File: src/rtl/rtc_pkg.sv
package rtc_pkg;

  localparam logic [3:0] ADDR_SUBSEC  = 4'd0;
  localparam logic [3:0] ADDR_SEC     = 4'd1;
  localparam logic [3:0] ADDR_MIN     = 4'd2;
  localparam logic [3:0] ADDR_HOUR    = 4'd3;
  localparam logic [3:0] ADDR_WDAY    = 4'd4;
  localparam logic [3:0] ADDR_MDAY    = 4'd5;
  localparam logic [3:0] ADDR_MON     = 4'd6;
  localparam logic [3:0] ADDR_YEAR_LO = 4'd7;
  localparam logic [3:0] ADDR_YEAR_HI = 4'd8;
  localparam logic [3:0] ADDR_CTL1    = 4'd9;
  localparam logic [3:0] ADDR_CTL2    = 4'd10;

  localparam int CTL2_START  = 0;
  localparam int CTL2_CLRPRE = 1;
  localparam int CTL2_ADJ    = 2;
  localparam int CTL2_VALID  = 3;
  localparam int CTL1_CARRY  = 7;

  localparam int SUBSEC_W = 7;

  // strobes from control to datapath
  typedef struct packed {
    logic       secTick;
    logic       adjust;
    logic       loadEn;
    logic [3:0] loadSel;
    logic [7:0] loadData;
  } strobeT;

  // calendar state, every field packed BCD
  typedef struct packed {
    logic [7:0] sec;
    logic [7:0] min;
    logic [7:0] hour;
    logic [7:0] wday;
    logic [7:0] mday;
    logic [7:0] mon;
    logic [7:0] yLo;
    logic [7:0] yHi;
  } calT;

  function automatic logic [7:0] bcdInc(input logic [7:0] x);
    if (x[3:0] >= 4'd9) return {x[7:4] + 4'd1, 4'd0};
    else                return {x[7:4], x[3:0] + 4'd1};
  endfunction

  // true when a two-digit BCD value is a multiple of four
  function automatic logic bcdDiv4(input logic [7:0] x);
    if (x[4]) return (x[3:0] == 4'd2) || (x[3:0] == 4'd6);
    else      return (x[3:0] == 4'd0) || (x[3:0] == 4'd4) || (x[3:0] == 4'd8);
  endfunction

  function automatic logic [7:0] lastDay(input logic [7:0] mon, input logic leap);
    case (mon)
      8'h02:                      return leap ? 8'h29 : 8'h28;
      8'h04, 8'h06, 8'h09, 8'h11: return 8'h30;
      default:                    return 8'h31;
    endcase
  endfunction

endpackage

File: src/rtl/rtc_ctrl.sv
module rtc_ctrl
  import rtc_pkg::*;
#(
  parameter int PRESCALE_DIV = 256
) (
  input  logic                clk,
  input  logic                rstN,
  input  logic [3:0]          regAddr,
  input  logic                regWrEn,
  input  logic [7:0]          regWrData,
  output strobeT              strobe,
  output logic [SUBSEC_W-1:0] subSec,
  output logic                carryFlag,
  output logic                startBit,
  output logic                validBit
);

  localparam int PW = (PRESCALE_DIV > 1) ? $clog2(PRESCALE_DIV) : 1;
  localparam logic [PW-1:0] PRESC_LAST = PW'(PRESCALE_DIV - 1);
  localparam logic [SUBSEC_W-1:0] SUBSEC_LAST = '1;

  logic [PW-1:0] prescCnt;
  logic          prescTick;
  logic          ctl1Wr;
  logic          ctl2Wr;
  logic          prescClr;
  logic          timeAddr;

  always_comb begin
    ctl1Wr    = regWrEn && (regAddr == ADDR_CTL1);
    ctl2Wr    = regWrEn && (regAddr == ADDR_CTL2);
    prescClr  = ctl2Wr && regWrData[CTL2_CLRPRE];
    prescTick = startBit && (prescCnt == PRESC_LAST);
    timeAddr  = (regAddr >= ADDR_SEC) && (regAddr <= ADDR_YEAR_HI);

    strobe.secTick  = prescTick && (subSec == SUBSEC_LAST) && !prescClr;
    strobe.adjust   = ctl2Wr && regWrData[CTL2_ADJ];
    strobe.loadEn   = regWrEn && !startBit && timeAddr;
    strobe.loadSel  = regAddr;
    strobe.loadData = regWrData;
  end

  // prescaler and sub-second counter
  always_ff @(posedge clk) begin
    if (!rstN) begin
      prescCnt <= '0;
      subSec   <= '0;
    end else if (prescClr) begin
      prescCnt <= '0;
      subSec   <= '0;
    end else if (prescTick) begin
      prescCnt <= '0;
      subSec   <= subSec + SUBSEC_W'(1);
    end else if (startBit) begin
      prescCnt <= prescCnt + PW'(1);
    end
  end

  // stored control bits
  always_ff @(posedge clk) begin
    if (!rstN) begin
      startBit <= 1'b0;
      validBit <= 1'b0;
    end else if (ctl2Wr) begin
      startBit <= regWrData[CTL2_START];
      validBit <= regWrData[CTL2_VALID];
    end
  end

  // sticky carry: set has priority over a software clear
  always_ff @(posedge clk) begin
    if (!rstN)                                       carryFlag <= 1'b0;
    else if (strobe.secTick || strobe.adjust)        carryFlag <= 1'b1;
    else if (ctl1Wr && !regWrData[CTL1_CARRY])       carryFlag <= 1'b0;
  end

endmodule

File: src/rtl/rtc_datapath.sv
module rtc_datapath
  import rtc_pkg::*;
#(
  parameter bit FOUR_DIGIT_YEAR = 1'b1
) (
  input  logic   clk,
  input  logic   rstN,
  input  strobeT strobe,
  output calT    cal
);

  localparam logic [7:0] CENTURY_INIT = FOUR_DIGIT_YEAR ? 8'h20 : 8'h00;
  localparam calT CAL_INIT = '{sec: 8'h00, min: 8'h00, hour: 8'h00, wday: 8'h00,
                               mday: 8'h01, mon: 8'h01, yLo: 8'h00, yHi: CENTURY_INIT};

  calT  nxt;
  logic leapYear;
  logic minCarry, hourCarry, dayCarry, monCarry, yearCarry, centCarry;

  generate
    if (FOUR_DIGIT_YEAR) begin : g_leap4
      assign leapYear = (cal.yLo == 8'h00) ? bcdDiv4(cal.yHi) : bcdDiv4(cal.yLo);
    end else begin : g_leap2
      assign leapYear = bcdDiv4(cal.yLo);
    end
  endgenerate

  always_comb begin
    nxt       = cal;
    minCarry  = 1'b0;
    hourCarry = 1'b0;
    dayCarry  = 1'b0;
    monCarry  = 1'b0;
    yearCarry = 1'b0;
    centCarry = 1'b0;

    if (strobe.secTick) begin
      minCarry = (cal.sec >= 8'h59);
      nxt.sec  = minCarry ? 8'h00 : bcdInc(cal.sec);
    end else if (strobe.adjust) begin
      minCarry = (cal.sec >= 8'h30);
      nxt.sec  = 8'h00;
    end

    if (minCarry) begin
      hourCarry = (cal.min >= 8'h59);
      nxt.min   = hourCarry ? 8'h00 : bcdInc(cal.min);
    end

    if (hourCarry) begin
      dayCarry = (cal.hour >= 8'h23);
      nxt.hour = dayCarry ? 8'h00 : bcdInc(cal.hour);
    end

    if (dayCarry) begin
      nxt.wday = (cal.wday >= 8'h06) ? 8'h00 : bcdInc(cal.wday);
      monCarry = (cal.mday >= lastDay(cal.mon, leapYear));
      nxt.mday = monCarry ? 8'h01 : bcdInc(cal.mday);
    end

    if (monCarry) begin
      yearCarry = (cal.mon >= 8'h12);
      nxt.mon   = yearCarry ? 8'h01 : bcdInc(cal.mon);
    end

    if (yearCarry) begin
      centCarry = (cal.yLo >= 8'h99);
      nxt.yLo   = centCarry ? 8'h00 : bcdInc(cal.yLo);
    end

    if (FOUR_DIGIT_YEAR && centCarry) begin
      nxt.yHi = (cal.yHi >= 8'h99) ? 8'h00 : bcdInc(cal.yHi);
    end

    // direct load, only generated while stopped
    if (strobe.loadEn) begin
      case (strobe.loadSel)
        ADDR_SEC:     nxt.sec  = strobe.loadData;
        ADDR_MIN:     nxt.min  = strobe.loadData;
        ADDR_HOUR:    nxt.hour = strobe.loadData;
        ADDR_WDAY:    nxt.wday = strobe.loadData;
        ADDR_MDAY:    nxt.mday = strobe.loadData;
        ADDR_MON:     nxt.mon  = strobe.loadData;
        ADDR_YEAR_LO: nxt.yLo  = strobe.loadData;
        ADDR_YEAR_HI: if (FOUR_DIGIT_YEAR) nxt.yHi = strobe.loadData;
        default: ;
      endcase
    end
  end

  always_ff @(posedge clk) begin
    if (!rstN) cal <= CAL_INIT;
    else       cal <= nxt;
  end

endmodule

File: src/rtl/rtc_core.sv
module rtc_core
  import rtc_pkg::*;
#(
  parameter int PRESCALE_DIV    = 256,
  parameter bit FOUR_DIGIT_YEAR = 1'b1
) (
  input  logic       clk,
  input  logic       rstN,
  input  logic [3:0] regAddr,
  input  logic       regWrEn,
  input  logic [7:0] regWrData,
  output logic [7:0] regRdData
);

  strobeT              strobe;
  calT                 cal;
  logic [SUBSEC_W-1:0] subSec;
  logic                carryFlag;
  logic                startBit;
  logic                validBit;

  rtc_ctrl #(
    .PRESCALE_DIV(PRESCALE_DIV)
  ) u_ctrl (
    .clk       (clk),
    .rstN      (rstN),
    .regAddr   (regAddr),
    .regWrEn   (regWrEn),
    .regWrData (regWrData),
    .strobe    (strobe),
    .subSec    (subSec),
    .carryFlag (carryFlag),
    .startBit  (startBit),
    .validBit  (validBit)
  );

  rtc_datapath #(
    .FOUR_DIGIT_YEAR(FOUR_DIGIT_YEAR)
  ) u_dp (
    .clk    (clk),
    .rstN   (rstN),
    .strobe (strobe),
    .cal    (cal)
  );

  always_comb begin
    case (regAddr)
      ADDR_SUBSEC:  regRdData = {{(8 - SUBSEC_W){1'b0}}, subSec};
      ADDR_SEC:     regRdData = cal.sec;
      ADDR_MIN:     regRdData = cal.min;
      ADDR_HOUR:    regRdData = cal.hour;
      ADDR_WDAY:    regRdData = cal.wday;
      ADDR_MDAY:    regRdData = cal.mday;
      ADDR_MON:     regRdData = cal.mon;
      ADDR_YEAR_LO: regRdData = cal.yLo;
      ADDR_YEAR_HI: regRdData = cal.yHi;
      ADDR_CTL1:    regRdData = {carryFlag, 7'd0};
      ADDR_CTL2:    regRdData = {4'd0, validBit, 2'b00, startBit};
      default:      regRdData = 8'h00;
    endcase
  end

endmodule

File: config.mk
export PLATFORM = sky130hd
export DESIGN_NAME = rtc_core
export DESIGN_NICKNAME = d
export VERILOG_FILES = /design/src/rtl/rtc_pkg.sv /design/src/rtl/rtc_ctrl.sv /design/src/rtl/rtc_datapath.sv /design/src/rtl/rtc_core.sv
export SDC_FILE = /design/constraint.sdc
export NUM_CORES = 1
export LEC_CHECK = 0
export ABC_AREA = 1
export ABC_CLOCK_PERIOD_IN_PS = 4300
export BUFFER_PORTS_ARGS = -buffer_cell sky130_fd_sc_hd__buf_2
export CAP_MARGIN = 20
export CORE_UTILIZATION = 53
export DETAILED_ROUTE_END_ITERATION = 8
export GPL_TIMING_DRIVEN = 0
export PLACE_DENSITY = 0.7
export SLEW_MARGIN = 20
export SYNTH_ARGS = -nofsm -noshare
export SYNTH_HDL_FRONTEND = slang
export SYNTH_SLANG_ARGS = --single-unit
export TNS_END_PERCENT = 30
File: constraint.sdc
create_clock -name clk -period 4.3 [get_ports clk]
set_input_delay 0.215 -clock clk [delete_from_list [all_inputs] [get_ports clk]]
set_output_delay 0.215 -clock clk [all_outputs]
set_load 0.03 [all_outputs]
==> out/summary.txt, run 1 <==
total gr overflow -> 0
worst setup margin -> 1.101 ns
Primary FF master, synth -> dfxtp_1
I/O Buffers -> 22
Clock Pin Slew Worst Setup and Hold Paths -> 0.06 ns
die height -> 109.0 µm
CP Class -> flip-flop to flip-flop
Int Power -> 0.001265 W
Post-synth EDFFs -> 0
pre-CTS setup slack -> 1.172 ns
FFs w/ async S/R, synth -> 0%
clock skew -> 0.006143 ns
post-cts sizing count -> 0
Achievable Freq -> 0.3126 GHz
RD Place Congestion -> 1.020
Starting Density -> 55.23%
vias in the first global route -> 5,655
Routed WL -> 17,620 µm
dpl cell area -> 6351 µm²
violation count after the first detailed-route iteration -> 655
H-tree levels -> 3
slew margin rel. -> 51.85%
final hold viol count -> 0
CP dominant cell by count -> nand2_1
crit path DAT -> 3.49 ns
max incr delay on CP -> 0.34 ns
max-cap violations -> 0
post-route setup TNS -> 0 ns
largest net degree at the start of global routing -> 14
Final Non-Filler Cells -> 1,086
post-DR vias/cell -> 5.753
Combinational Power Share -> 8.1%
WL per Instance -> 16.22 µm
Ant. Diodes -> 0
Leakage -> 3.138 nW
Ys Warns -> 0
part of the power in registers -> 45.6%
VDD IR-drop max -> 0.2258 mV
Worst-Skew Late Latency -> 0.35 ns
initial antenna violation count -> 0
core area -> 10,980 µm²
All-Layer GR Usage -> 31.17%
Synth Area per Inst -> 6.673 µm²
Synth Cell Area -> 6066 µm²
Inst Count DP -> 1,071
cell area after layout -> 6645 µm²
clk root buf -> clkbuf_16
power share of the clock group -> 46.3%
Post-CTS Setup Inserts -> 0
first-pass GRT wire length -> 28,140 µm
crit-path leading delay family -> simple AND/OR/NAND/NOR gates
TritonCTS clock tree -> yes
DR pass1 iterations -> 5
RSZ-0062 raised after global routing -> no
DR vias -> 6,248
Mapped Cells -> 909
Seq/Total Area, Yosys -> 27.06%
syn nets -> 979
switching share of power -> 25.75%
Reg2Reg Depth -> 21
flops & latches, synth -> 82
Buf/Inv on CP -> 3
period utilization -> 74.39%
Least-Margin Pin Slew -> 0.7222 ns
flop-to-flop setup slack -> 1.10 ns
Critical Path Source Type -> flip-flop
Routed Antenna Nets -> 0
Crit. End Element -> flip-flop
CTS hold repair buffers -> 0
most common cell after layout, fill and taps aside -> inv_1
Clock Tree Buf Depth -> 2
post-synthesis cell type count -> 51
minimum period implied by the final worst setup slack -> 3.199 ns
Critical R2R Launch -> u_dp.cal[8]
Setup-failing EPs final -> 0
Die Area -> 11,880 µm²
crit-path cells -> inv_1, ha_1, nand4_1, nor3_1, o21ai_0, a31oi_1, o31ai_1, ha_1, nand2_1, nand2_1, nand2_1, nand2_1, nand3_1, inv_1, nor2_4, nand2_4, nor3_4, nand2_1, nand2_1, nand2_1, inv_1
layout cells sized above 1 -> 6.765%
number of nets in the layout -> 1,012
residual DRC count -> 0
hpwl dp -> 13,510 µm
IO Pins -> 23
status -> finished clean
Crit Path Max Fanout -> 8
Hold Crit Depth -> 3
FILL cells -> 1,030
Hold Path Class -> primary input to flip-flop
P&R area growth vs syn -> 9.550%
Psw -> 0.0004388 W
Final Util -> 60.50%
Pwr per Cell Area -> 256.4 nW/µm²
most frequent cells in the layout -> inv_1, nand2_1, a21oi_1
required time of the critical path -> 4.59 ns
CP max-delay cell -> dfxtp_1
worst reg2reg endpoint -> u_dp.cal[8]
clk sinks -> 82
Die Width -> 109.0 µm
WHS Endpoint -> u_ctrl.startBit
pins over their slew limit -> 0
Inserted Clock Buffers -> 9
FP Rows -> 38
Hold Crit Start -> regWrData[0]
[final cells by class]
type	instances	area, µm²	share of cell area [%]
Buffer	16	76.32	1.149
Clock buffer	10	239.0	3.596
Clock inverter	5	55.05	0.8285
Inverter	169	639.4	9.622
Multi-Input combinational cell	642	3709	55.81
Sequential cell	82	1642	24.70
Tap cell	140	175.2	2.636
Timing Repair Buffer	22	110.1	1.657
[power groups by stage]
stage	clock network, W	registers (W)	logic, W
5_1_grt	0.000825	0.000778	0.000149
2_1_floorplan	0	0.000792	0.0000824
6_report	0.000789	0.000777	0.000137
3_3_place_gp	0	0.000794	0.000131
4_1_cts	0.000792	0.000777	0.000134
3_5_place_dp	0	0.000794	0.000133
[state kept, by name (all words and copies together) (netlist names)]
name,cells
u_ctrl.startBit,1
u_ctrl.subSec,7
u_ctrl.prescCnt,8
u_ctrl.validBit,1
u_ctrl.carryFlag,1
u_dp.cal,64
[stage by stage]
step	total power, W	hold slack [ns]
4_1_cts	0.001703	0.1700
2_1_floorplan	0.0008741	0.3395
3_3_place_gp	0.0009245	0.4569
3_5_place_dp	0.0009271	0.4668
5_1_grt	0.001753	0.1943
6_report	0.001704	0.1743
[logic make-up (layout without fill, tap and decap cells)]
group	after synthesis	after routing	share of synthesized area, %
fa+ha+maj	55	55	11.34
flops	82	82	27.06
simple gates	338	338	25.68
compound gates	234	234	21.95
xor+xnor	15	15	2.166
buf+inv	185	222	11.80
[how the worst max path moves through the flow]
stage                startpoint  cells past startpoint            to  slack [ns]
floorplan           u_dp.cal[8]                     20  u_dp.cal[20]        1.79
global placement    u_dp.cal[8]                     21   u_dp.cal[8]        1.22
detailed placement  u_dp.cal[8]                     21   u_dp.cal[8]        1.17
CTS                 u_dp.cal[8]                     21   u_dp.cal[9]        1.15
global route        u_dp.cal[8]                     21   u_dp.cal[8]        0.87
finish              u_dp.cal[8]                     21   u_dp.cal[8]        1.10
[cells in the mapped netlist, drive strengths merged (6+ instances only)]
library cell  count  area share, %
o31ai             6           0.74
a21oi           107            8.8
a221oi            7            1.0
nor2             84            6.1
clkbuf           13           0.80
xor2              7            1.0
nand2           166             11
nor3             11            1.1
o22ai            21            2.2
inv             163             10
dfxtp            82             27
o21ai            61            5.2
nand3            53            4.9
nand4            11            1.5
xnor2             8            1.2
ha               55             11
clkinv            6           0.45
o211ai           16            2.0
[tightest hold or removal path: cells and delay by family]
| family | cells | cell delay, ns |
|---|---|---|
| buf+inv | 1 | 0.09 |
| compound gates | 2 | 0.18 |
[metal layers]
layer | wire, µm | global-route usage (%) | up-vias
met4 | 644 | 15.44 | 0
met3 | 1416 | 4.782 | 51
met2 | 7801 | 47.66 | 270
met5 | 0 | 0 | -
li1 | - | - | 3067
met1 | 7752 | 42.47 | 2860
Note: power is estimated with default switching activity, not from simulation.
==> run 2: changes to the inputs <==
Settings changed: ABC_AREA 1 to 0, ABC_CLOCK_PERIOD_IN_PS 4300 to 3100.
Clock period 4.3 ns to 3.1 ns, I/O delays scaled along.
==> run 2 against run 1 <==
  * Critical path type unchanged
  * Core utilization grew 5.3 points
  * Worst setup slack lost 1.2 ns
  * Total power grew 41%
  * Flip-flop and latch count is the same
  * Non-clock buffer count grew 32
  * Synthesized cell count shrank 19%
  * Combinational power grew 95%
  * The flow now finishes with violations (setup timing)
  * Largest power group is now sequential cells
  * Critical path depth shrank 5
  * First-iteration DRC count grew 29%
  * Largest cell class unchanged
  * Via count shrank 1.4%
==> out/summary.txt, run 2 <==
Pwr per Cell Area -> 348.5 nW/µm²
TritonCTS clock tree -> yes
clock skew -> 0.007311 ns
biggest regs -> u_dp.cal x64, u_ctrl.prescCnt x8, u_ctrl.subSec x7
clk sinks -> 82
All-Layer GR Usage -> 36.05%
violation count after the first detailed-route iteration -> 844
Die Width -> 106.9 µm
Setup-failing EPs final -> 4
largest net degree at the start of global routing -> 15
Inserted Clock Buffers -> 9
pins over their slew limit -> 0
layout cells sized above 1 -> 19.26%
P&R area growth vs syn -> 18.58%
Worst-Skew Late Latency -> 0.40 ns
VDD IR-drop max -> 0.2598 mV
FFs w/ async S/R, synth -> 0%
most common cell after layout, fill and taps aside -> dfxtp_1
IO Pins -> 23
Ys Warns -> 0
Leakage -> 2.567 nW
crit path DAT -> 3.53 ns
Yosys top cell area share -> 28.15%
flop-to-flop setup slack -> -0.10 ns
crit path to -> u_dp.cal[6]
Primary FF master, synth -> dfxtp_1
Achievable Freq -> 0.3123 GHz
period utilization -> 103.3%
syn nets -> 805
Synth Area per Inst -> 7.933 µm²
number of nets in the layout -> 849
Synth top cells by count -> dfxtp_1, nor2_1, nand2_1
DR pass1 iterations -> 7
Clock Pin Slew Worst Setup and Hold Paths -> 0.09 ns
max-cap violations -> 0
failing checks -> setup timing
Synth Cell Area -> 5831 µm²
first-pass GRT wire length -> 30,930 µm
Clock Tree Buf Depth -> 2
status -> finished with violations
Largest Register -> u_dp.cal
Routed WL -> 20,350 µm
residual DRC count -> 0
post-synthesis cell type count -> 65
initial antenna violation count -> 0
Sequential Area -> 1677 µm²
dpl cell area -> 6100 µm²
H-tree levels -> 3
RSZ-0062 raised after global routing -> yes
total gr overflow -> 0
hpwl dp -> 14,390 µm
Least-Margin Pin Slew -> 0.8493 ns
Fin Hold WS -> 0.04346 ns
worst reg2reg endpoint -> u_dp.cal[6]
minimum period implied by the final worst setup slack -> 3.202 ns
Area contributors post-synth -> dfxtp_1, ha_1, nor2_1, o21ai_0, nand2_1
Die Area -> 11,420 µm²
cell taking the most area after synthesis -> dfxtp_1
Post-synth EDFFs -> 0
crit path from -> u_dp.cal[16]
Hold Crit Depth -> 3
Crit. End Element -> flip-flop
WL per Instance -> 22.10 µm
max reg flops -> 64
required time of the critical path -> 3.43 ns
most frequent cells in the layout -> dfxtp_1, nor2_1, nand2_1
cell area after layout -> 6914 µm²
most used standard cell by instance count after synthesis -> dfxtp_1
Seq/Total Area, Yosys -> 28.15%
FP Rows -> 37
Hold Path Class -> primary input to flip-flop
CP Class -> flip-flop to flip-flop
multi-input logic area -> 4254 µm²
RD Place Congestion -> 1.050
Critical R2R Launch -> u_dp.cal[16]
flops & latches, synth -> 82
I/O Buffers -> 17
Reg2Reg Depth -> 16
core area -> 10,510 µm²
Routed Antenna Nets -> 0
die height -> 106.9 µm
worst setup margin -> -0.1017 ns
clk root buf -> clkbuf_8
FILL cells -> 928
Critical Path Source Type -> flip-flop
Starting Density -> 55.48%
post-DR vias/cell -> 6.688
Mapped Cells -> 735
final hold viol count -> 0
Crit Path Max Fanout -> 8
slew margin rel. -> 43.38%
Hold Crit Start -> regWrData[7]
DR vias -> 6,160
vias in the first global route -> 5,552
run 2: per-stage QoR:
stage | util, % | worst slack (ns) | setup TNS (ns) | power [W] | std cells
after CTS | 63.01 | -0.1437 | -0.6521 | 0.002390 | 917
after floorplan | - | 0.002594 | 0 | 0.001264 | 735
after global routing | 65.77 | -0.2201 | -2.968 | 0.002476 | 920
final | 65.79 | -0.1017 | -0.1680 | 0.002410 | 921
after detailed placement | 58.04 | -0.5715 | -12.11 | 0.001354 | 888
after global placement | 58.04 | -0.4974 | -9.035 | 0.001348 | 888
run 2: layout make-up:
| type | instances | area share (%) |
|---|---|---|
| clock inverter | 5 | 1.538 |
| clock buffer | 11 | 2.353 |
| inverter | 38 | 2.280 |
| multi-input combinational | 578 | 61.53 |
| buffer | 36 | 2.316 |
| tap | 136 | 2.461 |
| sequential | 82 | 24.25 |
| timing repair buffer | 34 | 3.239 |
| antenna | 1 | 0.03619 |
run 2: metal layers:
layer / GRT usage [%] / vias to the layer above / routed length [µm]
met5: 0 / - / 0
met3: 3.951 / 62 / 2039
met1: 50.66 / 2951 / 8504
met4: 15.66 / 0 / 693
met2: 55.71 / 358 / 9114
li1: - / 2789 / -
run 2: power breakdown:
group	switching, W	internal, W
logic	0.000181	0.0000861
clock network	0.000442	0.000609
registers	0.0000295	0.00106
run 2: worst max-delay path: stages, from the launching register on:
cell       delay (ns)
dfxtp_4          0.38
inv_4            0.08
ha_4             0.13
o211ai_1         0.09
a21oi_2          0.16
a31oi_2          0.06
nor3_2           0.26
nor2_1           0.10
ha_1             0.31
nand2_1          0.08
o21ai_2          0.16
a211o_1          0.22
o2111ai_4        0.13
or2_1            0.27
buf_6            0.14
or4_1            0.40
a31oi_1          0.16
run 2: timing repair:
action / in CTS / in global routing
pin swaps: 17 / 36
setup buffers: 13 / 4
gates resized for setup: 46 / 64
cloned: 1 / 0
endpoints found under the hold margin: 0 / 0
setup endpoints to repair: 44 / 50
hold buffers: 0 / 0
run 2: worst min-delay path by stage:
stage	end	slack (ns)
after detailed placement	u_dp.cal[47]	0.46
after global placement	u_dp.cal[63]	0.44
after floorplan	u_dp.cal[51]	0.29
after CTS	u_dp.cal[47]	0.05
after global routing	u_dp.cal[47]	0.08
final	u_dp.cal[47]	0.04
run 2: logic make-up (layout without fill, tap and decap cells):
family          after synthesis  in the layout  share of synthesized area, %
xor+xnor                     19             19                         2.854
buf+inv                      76            124                         5.129
fa+ha+maj                    55             55                         11.80
flops                        82             82                         28.15
other cells                   0              1                             0
compound gates              208            208                         22.49
mux                          28             28                         6.631
simple gates                267            268                         22.94
==> run 3: changes to the inputs <==
Settings changed: ABC_CLOCK_PERIOD_IN_PS 3100 to 3600, SETUP_SLACK_MARGIN set to 0.4.
Clock period 3.1 ns to 3.6 ns, I/O delays scaled along.
==> run 3 against run 2 <==
  * Die area unchanged
  * Largest power group unchanged
  * Via count fell by 0.44%
  * Critical path depth is 7 lower
  * Wire length fell by 2.1%
  * The run now ends clean
  * Count of clock-buffer cells in the layout decreased by 2
  * Worst setup slack improved by 0.43 ns
  * Maximum frequency fell by 2.2%
  * Non-clock buffer count up 3
  * Sequential share of layout area increased by 0.62 points
==> out/summary.txt, run 3 (synthesis gave the netlist of run 2 again) <==
Combinational Power Share -> 11.7%
RSZ-0062 raised after global routing -> yes
DR vias -> 6,133
All-Layer GR Usage -> 35.40%
Clock Pin Slew Worst Setup and Hold Paths -> 0.09 ns
Largest Register -> u_dp.cal
minimum period implied by the final worst setup slack -> 3.275 ns
die height -> 106.9 µm
Die Area -> 11,420 µm²
initial antenna violation count -> 0
Routed Antenna Nets -> 0
P&R area growth vs syn -> 15.56%
total gr overflow -> 0
crit-path cells -> inv_1, ha_1, or3b_2, a21boi_1, a211oi_1, o21a_1, and2_0, mux2_2, nor4_1
Achievable Freq -> 0.3054 GHz
power share of the clock group -> 39.8%
IO Pins -> 23
required time of the critical path -> 3.89 ns
biggest regs -> u_dp.cal x64, u_ctrl.prescCnt x8, u_ctrl.subSec x7
FP Rows -> 37
WL per Instance -> 21.59 µm
clk sinks -> 82
max-cap violations -> 0
final hold viol count -> 0
period utilization -> 90.96%
VDD IR-drop max -> 0.2652 mV
CTS hold repair buffers -> 0
TritonCTS clock tree -> yes
most common cell after layout, fill and taps aside -> dfxtp_1
Critical Path Source Type -> flip-flop
first-pass GRT wire length -> 30,480 µm
Starting Density -> 55.48%
Inserted Clock Buffers -> 9
violation count after the first detailed-route iteration -> 680
Die Width -> 106.9 µm
part of the power in registers -> 48.4%
Setup-failing EPs final -> 0
flop-to-flop setup slack -> 0.33 ns
pins over their slew limit -> 0
max reg flops -> 64
dpl cell area -> 6087 µm²
H-tree levels -> 3
Ant. Diodes -> 0
Worst-Skew Late Latency -> 0.38 ns
slew margin rel. -> 29.41%
post-DR vias/cell -> 6.645
CP Class -> flip-flop to flip-flop
Clock Tree Buf Depth -> 2
Inst Count DP -> 888
Fin Hold WS -> 0.08154 ns
Hold Path Class -> primary input to flip-flop
clock skew -> 0.005255 ns
Pwr per Cell Area -> 287.5 nW/µm²
vias in the first global route -> 5,504
hpwl dp -> 14,480 µm
residual DRC count -> 0
number of nets in the layout -> 852
Final Util -> 64.11%
layout cells sized above 1 -> 17.03%
core area -> 10,510 µm²
most frequent cells in the layout -> dfxtp_1, nor2_1, nand2_1
Int Power -> 0.001377 W
status -> finished clean
Crit Path Max Fanout -> 8
RD Place Congestion -> 1.022
CP max-delay cell -> a211oi_1
Leakage -> 2.512 nW
DR pass1 iterations -> 8
crit path DAT -> 3.56 ns
Crit. End Element -> flip-flop
clk root buf -> clkbuf_8
Routed WL -> 19,930 µm
largest net degree at the start of global routing -> 15
Final Non-Filler Cells -> 923
Psw -> 0.0005599 W
switching share of power -> 28.90%
Least-Margin Pin Slew -> 1.049 ns
max incr delay on CP -> 0.58 ns
I/O Buffers -> 17
cell area after layout -> 6738 µm²
## run 3: changes by cell type in the layout (fill, tap and decap cells not counted), sizes merged
cell and change:
bufinv -1, clkinvlp +1, inv -1, diode -1, clkinv +3, clkbuf +1
## run 3: metal layers
layer,up-vias,GRT usage [%],wire (µm),part of all wire [%]
li1,2806,-,-,-
met1,2901,48.33,8473,43
met2,352,52.49,8467,42
met3,74,8.997,2120,11
met4,0,15.56,869,4.4
met5,-,0,0,0
## run 3: path summary, 6_finish.rpt
| check | startpoint | end | depth (start not counted) |
|---|---|---|---|
| worst max-delay path | u_dp.cal[48] | u_dp.cal[28] | 9 |
| worst min-delay path | regWrData[7] | u_dp.cal[47] | 3 |
| worst max register to register | u_dp.cal[48] | u_dp.cal[28] | 9 |
| worst min register to register | u_ctrl.carryFlag | u_ctrl.carryFlag | 2 |
## run 3: power groups by stage
| stage | sequential, W | combinational (W) | clock (W) |
|---|---|---|---|
| global route | 0.000939 | 0.000244 | 0.000813 |
| floorplan | 0.000953 | 0.000136 | 0 |
| global placement | 0.000962 | 0.000199 | 0 |
| finish | 0.000938 | 0.000227 | 0.000772 |
| CTS | 0.000937 | 0.000213 | 0.000772 |
| detailed placement | 0.000963 | 0.000203 | 0 |
## run 3: per-stage QoR
stage / setup TNS (ns) / total power (W) / setup slack, ns
final: 0 / 0.001937 / 0.3253
after global routing: 0 / 0.001997 / 0.2236
after CTS: 0 / 0.001923 / 0.3822
after detailed placement: -1.047 / 0.001166 / -0.1758
after global placement: -0.3401 / 0.001161 / -0.1325
after floorplan: 0 / 0.001089 / 0.4368
## run 3: worst max-delay path: cells and delay by family (launching register included)
family,cells,cell delay (ns)
mux,1,0.38
fa+ha+maj,1,0.20
flops,1,0.46
compound gates,3,1.21
simple gates,3,0.82
buf+inv,1,0.10
## run 3: repair_timing
| action | 4_1_cts | 5_1_grt |
|---|---|---|
| cloned | 0 | 1 |
| gates resized for setup | 48 | 34 |
| endpoints found under the hold margin | 0 | 0 |
| pin swaps | 13 | 22 |
| buffers inserted | 10 | 8 |
| setup endpoints to repair | 38 | 43 |
## run 3: final cells by class
type	instances	area [µm²]
fill	898	3771
clock buffer	9	123.9
buffer	38	163.9
multi-input combinational	578	4131
tap	136	170.2
timing repair buffer	35	224.0
inverter	38	155.1
clock inverter	7	93.84
sequential	82	1675
